`config.mk`:
```
export PLATFORM = sky130hd
export DESIGN_NAME = oc_master_unit
export DESIGN_NICKNAME = d
export VERILOG_FILES = /design/src/rtl/oc_pkg.sv /design/src/rtl/oc_counter.sv /design/src/rtl/oc_regs.sv /design/src/rtl/oc_channel.sv /design/src/rtl/oc_master_unit.sv
export SDC_FILE = /design/constraint.sdc
export NUM_CORES = 1
export LEC_CHECK = 0
export BUFFER_PORTS_ARGS = -buffer_cell sky130_fd_sc_hd__buf_2
export CAP_MARGIN = 20
export CORE_ASPECT_RATIO = 2
export CORE_UTILIZATION = 36
export DETAILED_ROUTE_END_ITERATION = 10
export PLACE_DENSITY = 0.62
export RECOVER_POWER = 100
export SLEW_MARGIN = 20
export SYNTH_ARGS = -nofsm -noshare
export SYNTH_HDL_FRONTEND = slang
export SYNTH_SLANG_ARGS = --single-unit
```
`constraint.sdc`:
```
create_clock -name clk -period 3.8 [get_ports clk]
set_input_delay 0.76 -clock clk [delete_from_list [all_inputs] [get_ports clk]]
set_output_delay 0.76 -clock clk [all_outputs]
set_load 0.005 [all_outputs]
```
`src/rtl/oc_pkg.sv`:
```
package oc_pkg;

   typedef enum logic [1:0] {
      OC_ACT_OFF = 2'b00,
      OC_ACT_TOG = 2'b01,
      OC_ACT_CLR = 2'b10,
      OC_ACT_SET = 2'b11
   } oc_act_e;

   // register bus width: wide enough for a compare word and all action codes
   function automatic int oc_bus_w(input int cw, input int nch);
      return (cw > 2 * nch) ? cw : 2 * nch;
   endfunction

   // compare slots plus mode, action, mask, data and flag-clear
   function automatic int oc_addr_w(input int nch);
      return $clog2(nch + 5);
   endfunction

endpackage

```
`src/rtl/oc_counter.sv`:
```
module oc_counter #(
   parameter int CW = 16
) (
   input  logic          clk,
   input  logic          rst_n,
   output logic [CW-1:0] cnt_o
);

   always_ff @(posedge clk) begin
      if (!rst_n) cnt_o <= '0;
      else        cnt_o <= cnt_o + 1'b1;
   end

endmodule

```
`src/rtl/oc_regs.sv`:
```
module oc_regs #(
   parameter int NCH = 8,
   parameter int CW  = 16,
   parameter int AW  = 4,
   parameter int DW  = 16
) (
   input  logic                    clk,
   input  logic                    rst_n,
   input  logic                    wr_en,
   input  logic [AW-1:0]           wr_addr,
   input  logic [DW-1:0]           wr_data,
   input  logic [NCH-1:0]          match_i,
   output logic [NCH-1:0][CW-1:0]  cmp_o,
   output logic [NCH-1:0]          mode_o,
   output logic [2*NCH-1:0]        act_o,
   output logic [NCH-1:0]          mask_o,
   output logic [NCH-1:0]          data_o,
   output logic [NCH-1:0]          flag_o
);

   localparam int A_MODE = NCH;
   localparam int A_ACT  = NCH + 1;
   localparam int A_MASK = NCH + 2;
   localparam int A_DATA = NCH + 3;
   localparam int A_FCLR = NCH + 4;

   logic sel_mode, sel_act, sel_mask, sel_data, sel_fclr;

   always_comb begin
      sel_mode = wr_en && (wr_addr == AW'(A_MODE));
      sel_act  = wr_en && (wr_addr == AW'(A_ACT));
      sel_mask = wr_en && (wr_addr == AW'(A_MASK));
      sel_data = wr_en && (wr_addr == AW'(A_DATA));
      sel_fclr = wr_en && (wr_addr == AW'(A_FCLR));
   end

   // one compare register per channel
   for (genvar g = 0; g < NCH; g++) begin : g_cmp
      always_ff @(posedge clk) begin
         if (!rst_n)
            cmp_o[g] <= '0;
         else if (wr_en && (wr_addr == AW'(g)))
            cmp_o[g] <= wr_data[CW-1:0];
      end
   end

   always_ff @(posedge clk) begin
      if (!rst_n) begin
         mode_o <= '0;
         act_o  <= '0;
         mask_o <= '0;
         data_o <= '0;
      end else begin
         if (sel_mode) mode_o <= wr_data[NCH-1:0];
         if (sel_act)  act_o  <= wr_data[2*NCH-1:0];
         if (sel_mask) mask_o <= wr_data[NCH-1:0];
         if (sel_data) data_o <= wr_data[NCH-1:0];
      end
   end

   // flags: a match on the same edge outranks a clear
   for (genvar g = 0; g < NCH; g++) begin : g_flag
      always_ff @(posedge clk) begin
         if (!rst_n)
            flag_o[g] <= 1'b0;
         else if (match_i[g])
            flag_o[g] <= 1'b1;
         else if (sel_fclr && wr_data[g])
            flag_o[g] <= 1'b0;
      end
   end

endmodule

```
`src/rtl/oc_channel.sv`:
```
module oc_channel
   import oc_pkg::*;
(
   input  logic       clk,
   input  logic       rst_n,
   input  logic       mode_i,
   input  logic [1:0] act_i,
   input  logic       mask_i,
   input  logic       data_i,
   input  logic       match_i,
   input  logic       mst_i,
   output logic       pin_o,
   output logic       oe_o
);

   logic    override;
   oc_act_e act;

   always_comb begin
      act      = oc_act_e'(act_i);
      override = mode_i && mask_i && mst_i;
      oe_o     = mode_i && ((act != OC_ACT_OFF) || mask_i);
   end

   // the master's data outranks the channel's own action on a shared edge
   always_ff @(posedge clk) begin
      if (!rst_n) begin
         pin_o <= 1'b0;
      end else if (override) begin
         pin_o <= data_i;
      end else if (match_i) begin
         case (act)
            OC_ACT_TOG: pin_o <= ~pin_o;
            OC_ACT_CLR: pin_o <= 1'b0;
            OC_ACT_SET: pin_o <= 1'b1;
            default:    pin_o <= pin_o;
         endcase
      end
   end

endmodule

```
`src/rtl/oc_master_unit.sv`:
```
module oc_master_unit
   import oc_pkg::*;
#(
   parameter  int NCH = 8,
   parameter  int CW  = 16,
   localparam int AW  = oc_addr_w(NCH),
   localparam int DW  = oc_bus_w(CW, NCH)
) (
   input  logic           clk,
   input  logic           rst_n,
   input  logic           wr_en,
   input  logic [AW-1:0]  wr_addr,
   input  logic [DW-1:0]  wr_data,
   output logic [CW-1:0]  cnt_o,
   output logic [NCH-1:0] pin_o,
   output logic [NCH-1:0] pin_oe_o,
   output logic [NCH-1:0] flag_o
);

   localparam int MST = NCH - 1;

   if (NCH < 2 || NCH > 16) begin : g_bad_nch
      $error("oc_master_unit: NCH must be 2..16");
   end
   if (CW < 4) begin : g_bad_cw
      $error("oc_master_unit: CW must be at least 4");
   end

   logic [NCH-1:0][CW-1:0] cmp;
   logic [NCH-1:0]         mode, mask, data, match;
   logic [2*NCH-1:0]       act;

   oc_counter #(.CW(CW)) u_cnt (
      .clk   (clk),
      .rst_n (rst_n),
      .cnt_o (cnt_o)
   );

   oc_regs #(.NCH(NCH), .CW(CW), .AW(AW), .DW(DW)) u_regs (
      .clk     (clk),
      .rst_n   (rst_n),
      .wr_en   (wr_en),
      .wr_addr (wr_addr),
      .wr_data (wr_data),
      .match_i (match),
      .cmp_o   (cmp),
      .mode_o  (mode),
      .act_o   (act),
      .mask_o  (mask),
      .data_o  (data),
      .flag_o  (flag_o)
   );

   always_comb begin
      for (int i = 0; i < NCH; i++)
         match[i] = mode[i] && (cnt_o == cmp[i]);
   end

   for (genvar g = 0; g < NCH; g++) begin : g_ch
      oc_channel u_ch (
         .clk     (clk),
         .rst_n   (rst_n),
         .mode_i  (mode[g]),
         .act_i   (act[2*g +: 2]),
         .mask_i  (mask[g]),
         .data_i  (data[g]),
         .match_i (match[g]),
         .mst_i   (match[MST]),
         .pin_o   (pin_o[g]),
         .oe_o    (pin_oe_o[g])
      );
   end

endmodule

```
# ---- After elaboration in Yosys (flattened, before gate mapping)
# Cells that the tools add are included.
dict set report op_classes {
  add_sub_neg 1
  eq_ne 44
  n_mux 40
  bitwise_logic 8
  reduce_logical 102
}
# operator count
set op_table {}
lappend op_table {{16-bit equality test} 8}
lappend op_table {{1-bit logical AND} 53}
lappend op_table {{2-bit nonzero test} 24}
lappend op_table {{2-bit equality test (second input constant)} 16}
lappend op_table {{1-bit 2-to-1 mux} 32}
lappend op_table {{4-bit nonzero test} 8}
lappend op_table {{1-bit case mux with 3 select lines} 8}
lappend op_table {{4-bit equality test (second input constant)} 5}
lappend op_table {{16-bit by 1-bit adder with 16-bit output (second input constant)} 1}
lappend op_table {{2-bit by 1-bit equality test with 1-bit output (second input constant)} 8}
lappend op_table {{4-bit by 3-bit equality test with 1-bit output (second input constant)} 4}
lappend op_table {{2-bit AND reduction} 8}
lappend op_table {{4-bit by 2-bit equality test with 1-bit output (second input constant)} 2}
lappend op_table {{1-bit logical OR} 8}
lappend op_table {{1-bit inverter} 8}
lappend op_table {{4-bit by 1-bit equality test with 1-bit output (second input constant)} 1}
lappend op_table {{4-bit logical NOT} 1}
dict set report totals {
  regBits 200
  inputBits 23
  out_inout_bits 40
  word_cells 224
}

# ---- Logic depth before layout (Yosys ltp)
dict set report depth {
  ltp_word 5
  depth_mapped 8
  mapped_depth_nobuf 6
}

# ---- Modules after synthesis
# Synthesis repeated with hierarchy kept, for this count alone.
dict set report hier_totals {
  cells_unflattened 1003
  hier_area_um2 9625.5
}
# mod instances cells_each area_per_inst_um2 seq_area_each_um2
set modules_own_cells {}
lappend modules_own_cells {oc_regs 1 616 6436.2 3523.4}
lappend modules_own_cells {oc_master_unit 1 192 1615.3 0.0}
lappend modules_own_cells {{oc_channel at g_ch[0].u_ch ...} 7 14 106.4 20.0}
lappend modules_own_cells {oc_counter 1 83 724.4 320.3}
lappend modules_own_cells {{oc_channel at g_ch[4].u_ch} 1 14 105.1 20.0}

# ---- Least setup slack after synthesis
# No wires, ideal clock.
dict set report synth_timing {
  path_kind {input -> register}
  startpoint {input port wr_addr[3]}
  endpoint {register u_regs.cmp_o[22] (netlist bit)}
  setup_ns 0.070
  t_arrival_ns 2.020
  t_required_ns 3.730
  setup_slack_ns 1.710
  path_stages 5
  path_buffers 1
  cell_sequence {or3b_2 -> nor2_1 -> clkbuf_1 -> nand2_1 -> a21boi_1}
}
dict set report synth_between {
  elab_chain_len 2
}
# element line_no
set synth_rtl {}
lappend synth_rtl {{start, declared} oc_master_unit.sv:12} ;# input logic [AW-1:0] wr_addr,
lappend synth_rtl {{4-bit by 1-bit equality test with 1-bit output} oc_regs.sv:42} ;# else if (wr_en && (wr_addr == AW'(g)))
lappend synth_rtl {{1-bit logical AND} oc_regs.sv:42}
lappend synth_rtl {{end signal, assigned by index} oc_regs.sv:43} ;# cmp_o[g] <= wr_data[CW-1:0];
lappend synth_rtl {{end, declared} oc_regs.sv:13} ;# output logic [NCH-1:0][CW-1:0] cmp_o,
# Every way passes these cells.
# A chain may end at the register's enable or synchronous reset.

==> reports/qor_table.md <==
| Metric | Reported |
| --- | --- |
| Run status | finished, violations left |
| Failing checks | capacitance limit, slew limit |
| Post-Synthesis Net Count | 1,256 |
| Final Max Tran Viols | 99 |
| Primary flip-flop cell chosen by synthesis mapping | dfxtp_1 |
| Upper clock frequency limit | 332 MHz |
| Critical path data required time | 4.18 ns |
| Core ar. | 27,000 um2 |
| Clock network latency to the later pin of the worst-skew pair | 0.45 ns |
| Top-Level Pins | 63 |
| Netlist Area Pre-Place | 9950 um2 |
| Nets@finish | 1,267 |
| Worst endpoint data arrival time | 3.39 ns |
| WL final | 30.8 mm |
| Period Utilization, post-route | 0.793 |
| Number of buffers inserted during clock tree synthesis | 17 |
| First-pass GRT wire length | 46.4 mm |
| Maximum buffer depth of the clock tree | 2 |
| Number of buffer cells added on primary ports | 62 |
| Uppermost routed layer | met5 |
| Ratio of cells with drive above 1 in the final layout | 0.0784 |
| Beginning of the worst hold path | u_regs.cmp_o[28]$_SDFFE_PN0P_ |
| Total power per unit cell area | 387 nW/um2 |
| Fin util | 0.405 |
| CTS tree | yes |
| Yosys synthesis warning count | 0 |
| Final critical path time including I/O delays and setup | 3.01 ns |
| Overall die area | 28,400 um2 |
| Maximum number of pins on one net before global-route repair | 100 |
| Async S/R FF share, synth | 0 |
| Vias in the first global route | 7,875 |
| Met1 wire length | 11.7 mm |
| Layout fillers | 2,794 |
| Distinct cell type count of the synthesized netlist | 52 |
| Post-CTS Hold Fix Bufs | 0 |
| Remaining max-slew budget at the tightest pin | -0.216 |
| Post-cts resize count | 0 |
| Path type of the worst setup path | in -> reg |
| Overflow left after global routing | 0 |
| Final estimated routing congestion in global placement | 0.850 |
| Area overhead of the layout relative to synthesis | 9.92% |
| Synth Instances | 1,216 |
| Worst VDD drop | 0.330 mV |
| Post-synthesis area per instance | 8.18 um2 |
| Design area | 10,900 um2 |
| Sort of element at the start of the critical path | primary input |
| Routed length on met2 | 16.2 mm |
| Total placed instance area | 10,400 um2 |
| Register area | 4000 um2 |
| Number of enable-type register cells in the synthesized netlist | 0 |
| Final ANT Viol Nets | 0 |
| Sink count of the clock tree | 200 |
| CTS H-tree lvls | 4 |
| Worst reg2reg path startpoint | u_cnt.cnt_o[2]$_SDFF_PN0_ |
| DRC violations left | 0 |
| Total global routing track utilization | 0.223 |
| Hold violation total from the final report | 0 |
| Initial antenna violation count | 1 |
| Fraction of the yosys area taken by sequential cells | 0.402 |
| Biggest fanout along the worst timing path | 99 |
| Ant diodes | 0 |
| Post-detailed-route via-to-cell ratio | 5.14 |
| Wire length per cell | 19.4 um |
| 1st-pass router iterations | 4 |
| Number of max-cap violations | 1 |
| Routed met3 length | 1.23 mm |
| Post-detailed-placement half-perimeter wirelength | 21.8 mm |
| Number of storage elements in the synthesis netlist | 200 |
| Number of standard-cell rows in the floorplan | 85 |
| Actual slew at the worst max-slew pin | 1.82 ns |
| Worst-path clk slew | 0.07 ns |
| Number of design-rule violations left by the first detailed-router iteration | 556 |
| Worst setup skew after layout | 0.00782 ns |
| Endpoint type of the worst setup path | flip-flop |
| Setup repair after global routing missed its margin | false |
| Die W | 120 um |
| Most common cell after layout, fill and taps aside | nand2_1 |
| Routed vias | 8,152 |
| Post-route setup TNS | 0 ns |
| Die boundary height | 237 um |
| Worst setup path start | rst_n |
| Most frequent cells in the layout | nand2_1, dfxtp_1, a21boi_0 |
| Root cell of the clock tree | clkbuf_16 |
| Area occupied by multi-input gates | 5360 um2 |
| Initial core utilization | 0.368 |
| Leakage power summed over all cells | 3.82 nW |
| Hold crit path type | reg -> reg |
| Count of buffers added by post-CTS timing repair for setup | 0 |
| Number of setup violations in the final report | 0 |
-- cells by family after synthesis --
logic type / after synthesis / synth area share
xor+xnor: 129 / 0.116
mux: 23 / 0.0231
buf+inv: 131 / 0.0590
simple gates: 509 / 0.227
flops: 200 / 0.402
compound gates: 207 / 0.152
fa+ha+maj: 17 / 0.0214
-- flip-flops by register name, summed over array words and instances (netlist names) --
register,cells
u_regs.mask_o,8
u_regs.flag_o,8
u_regs.data_o,8
g_ch.u_ch.pin_o,8
u_regs.cmp_o,128
u_regs.act_o,16
u_cnt.cnt_o,16
u_regs.mode_o,8
-- worst max-delay path, stage by stage --
cell	delay, ns
clkbuf_2	1.27
clkbuf_1	0.90
o21ai_0	0.24
a21oi_1	0.17
-- synthesized netlist by cell type, types with 2 or more instances --
library cell | instances | area (um2)
nand4_1 | 11 | 68.8
nor3_2 | 2 | 20.0
ha_1 | 17 | 213
buf_2 | 15 | 75.1
and4_1 | 2 | 17.5
mux2i_1 | 23 | 230
o21ai_1 | 2 | 10.0
clkbuf_1 | 60 | 225
a21boi_0 | 66 | 495
or3_1 | 6 | 37.5
and3_1 | 2 | 12.5
nand2b_1 | 6 | 37.5
buf_4 | 16 | 120
nand2_1 | 345 | 1290
and2_1 | 11 | 68.8
a21boi_1 | 100 | 751
nand3b_1 | 2 | 15.0
nand3_1 | 29 | 145
a222oi_1 | 2 | 20.0
nor3_1 | 5 | 25.0
nor2b_1 | 28 | 175
inv_2 | 2 | 7.51
xnor2_1 | 71 | 622
buf_6 | 2 | 22.5
o21ai_0 | 11 | 55.1
nor4b_1 | 6 | 52.6
a21oi_1 | 13 | 65.1
nor2_1 | 26 | 97.6
dfxtp_1 | 200 | 4000
nor4_1 | 20 | 125
o31ai_1 | 4 | 30.0
xnor2_2 | 3 | 48.8
xor2_1 | 55 | 482
nor2_2 | 2 | 12.5
inv_1 | 34 | 128
-- path summary, 6_finish.rpt --
path | endpoint | slack (ns) | depth (start not counted)
worst max-delay path | g_ch[0].u_ch.pin_o$_SDFFE_PN0P_ | 0.79 | 4
worst min-delay path | u_regs.cmp_o[28]$_SDFFE_PN0P_ | 0.47 | 2
worst max register to register | g_ch[4].u_ch.pin_o$_SDFFE_PN0P_ | 1.07 | 6
worst min register to register | u_regs.cmp_o[28]$_SDFFE_PN0P_ | 0.47 | 2
-- per-stage QoR --
step,std cells,hold slack (ns),setup WS [ns],power [mW]
floorplan,1216,0.439,1.71,2.38
global placement,1556,0.447,1.06,2.49
detailed placement,1556,0.458,1.06,2.49
CTS,1585,0.467,1.36,4.26
global route,1585,0.494,0.631,4.35
finish,1585,0.466,0.785,4.23
-- cell type report --
type | instances | share of cell area
inverters | 38 | 0.0132
flip-flops and latches | 200 | 0.366
clock inverters | 9 | 0.00938
repair buffers | 85 | 0.0402
well taps | 348 | 0.0398
multi-input cells | 885 | 0.490
clock buffers | 20 | 0.0418
-- layer usage --
metal	vias up	GRT usage
met5	-	0
met4	2	0.127
met3	75	0.0385
met2	190	0.410
met1	3924	0.235
li1	3961	-
-- report_power, final --
part	switching (mW)	total, mW	internal [mW]
combinational	0.189	0.291	0.102
sequential	0.0334	2.15	2.12
clock	0.797	1.79	0.988
total	1.02	4.23	3.21
Power figures use the tool's default switching activity.
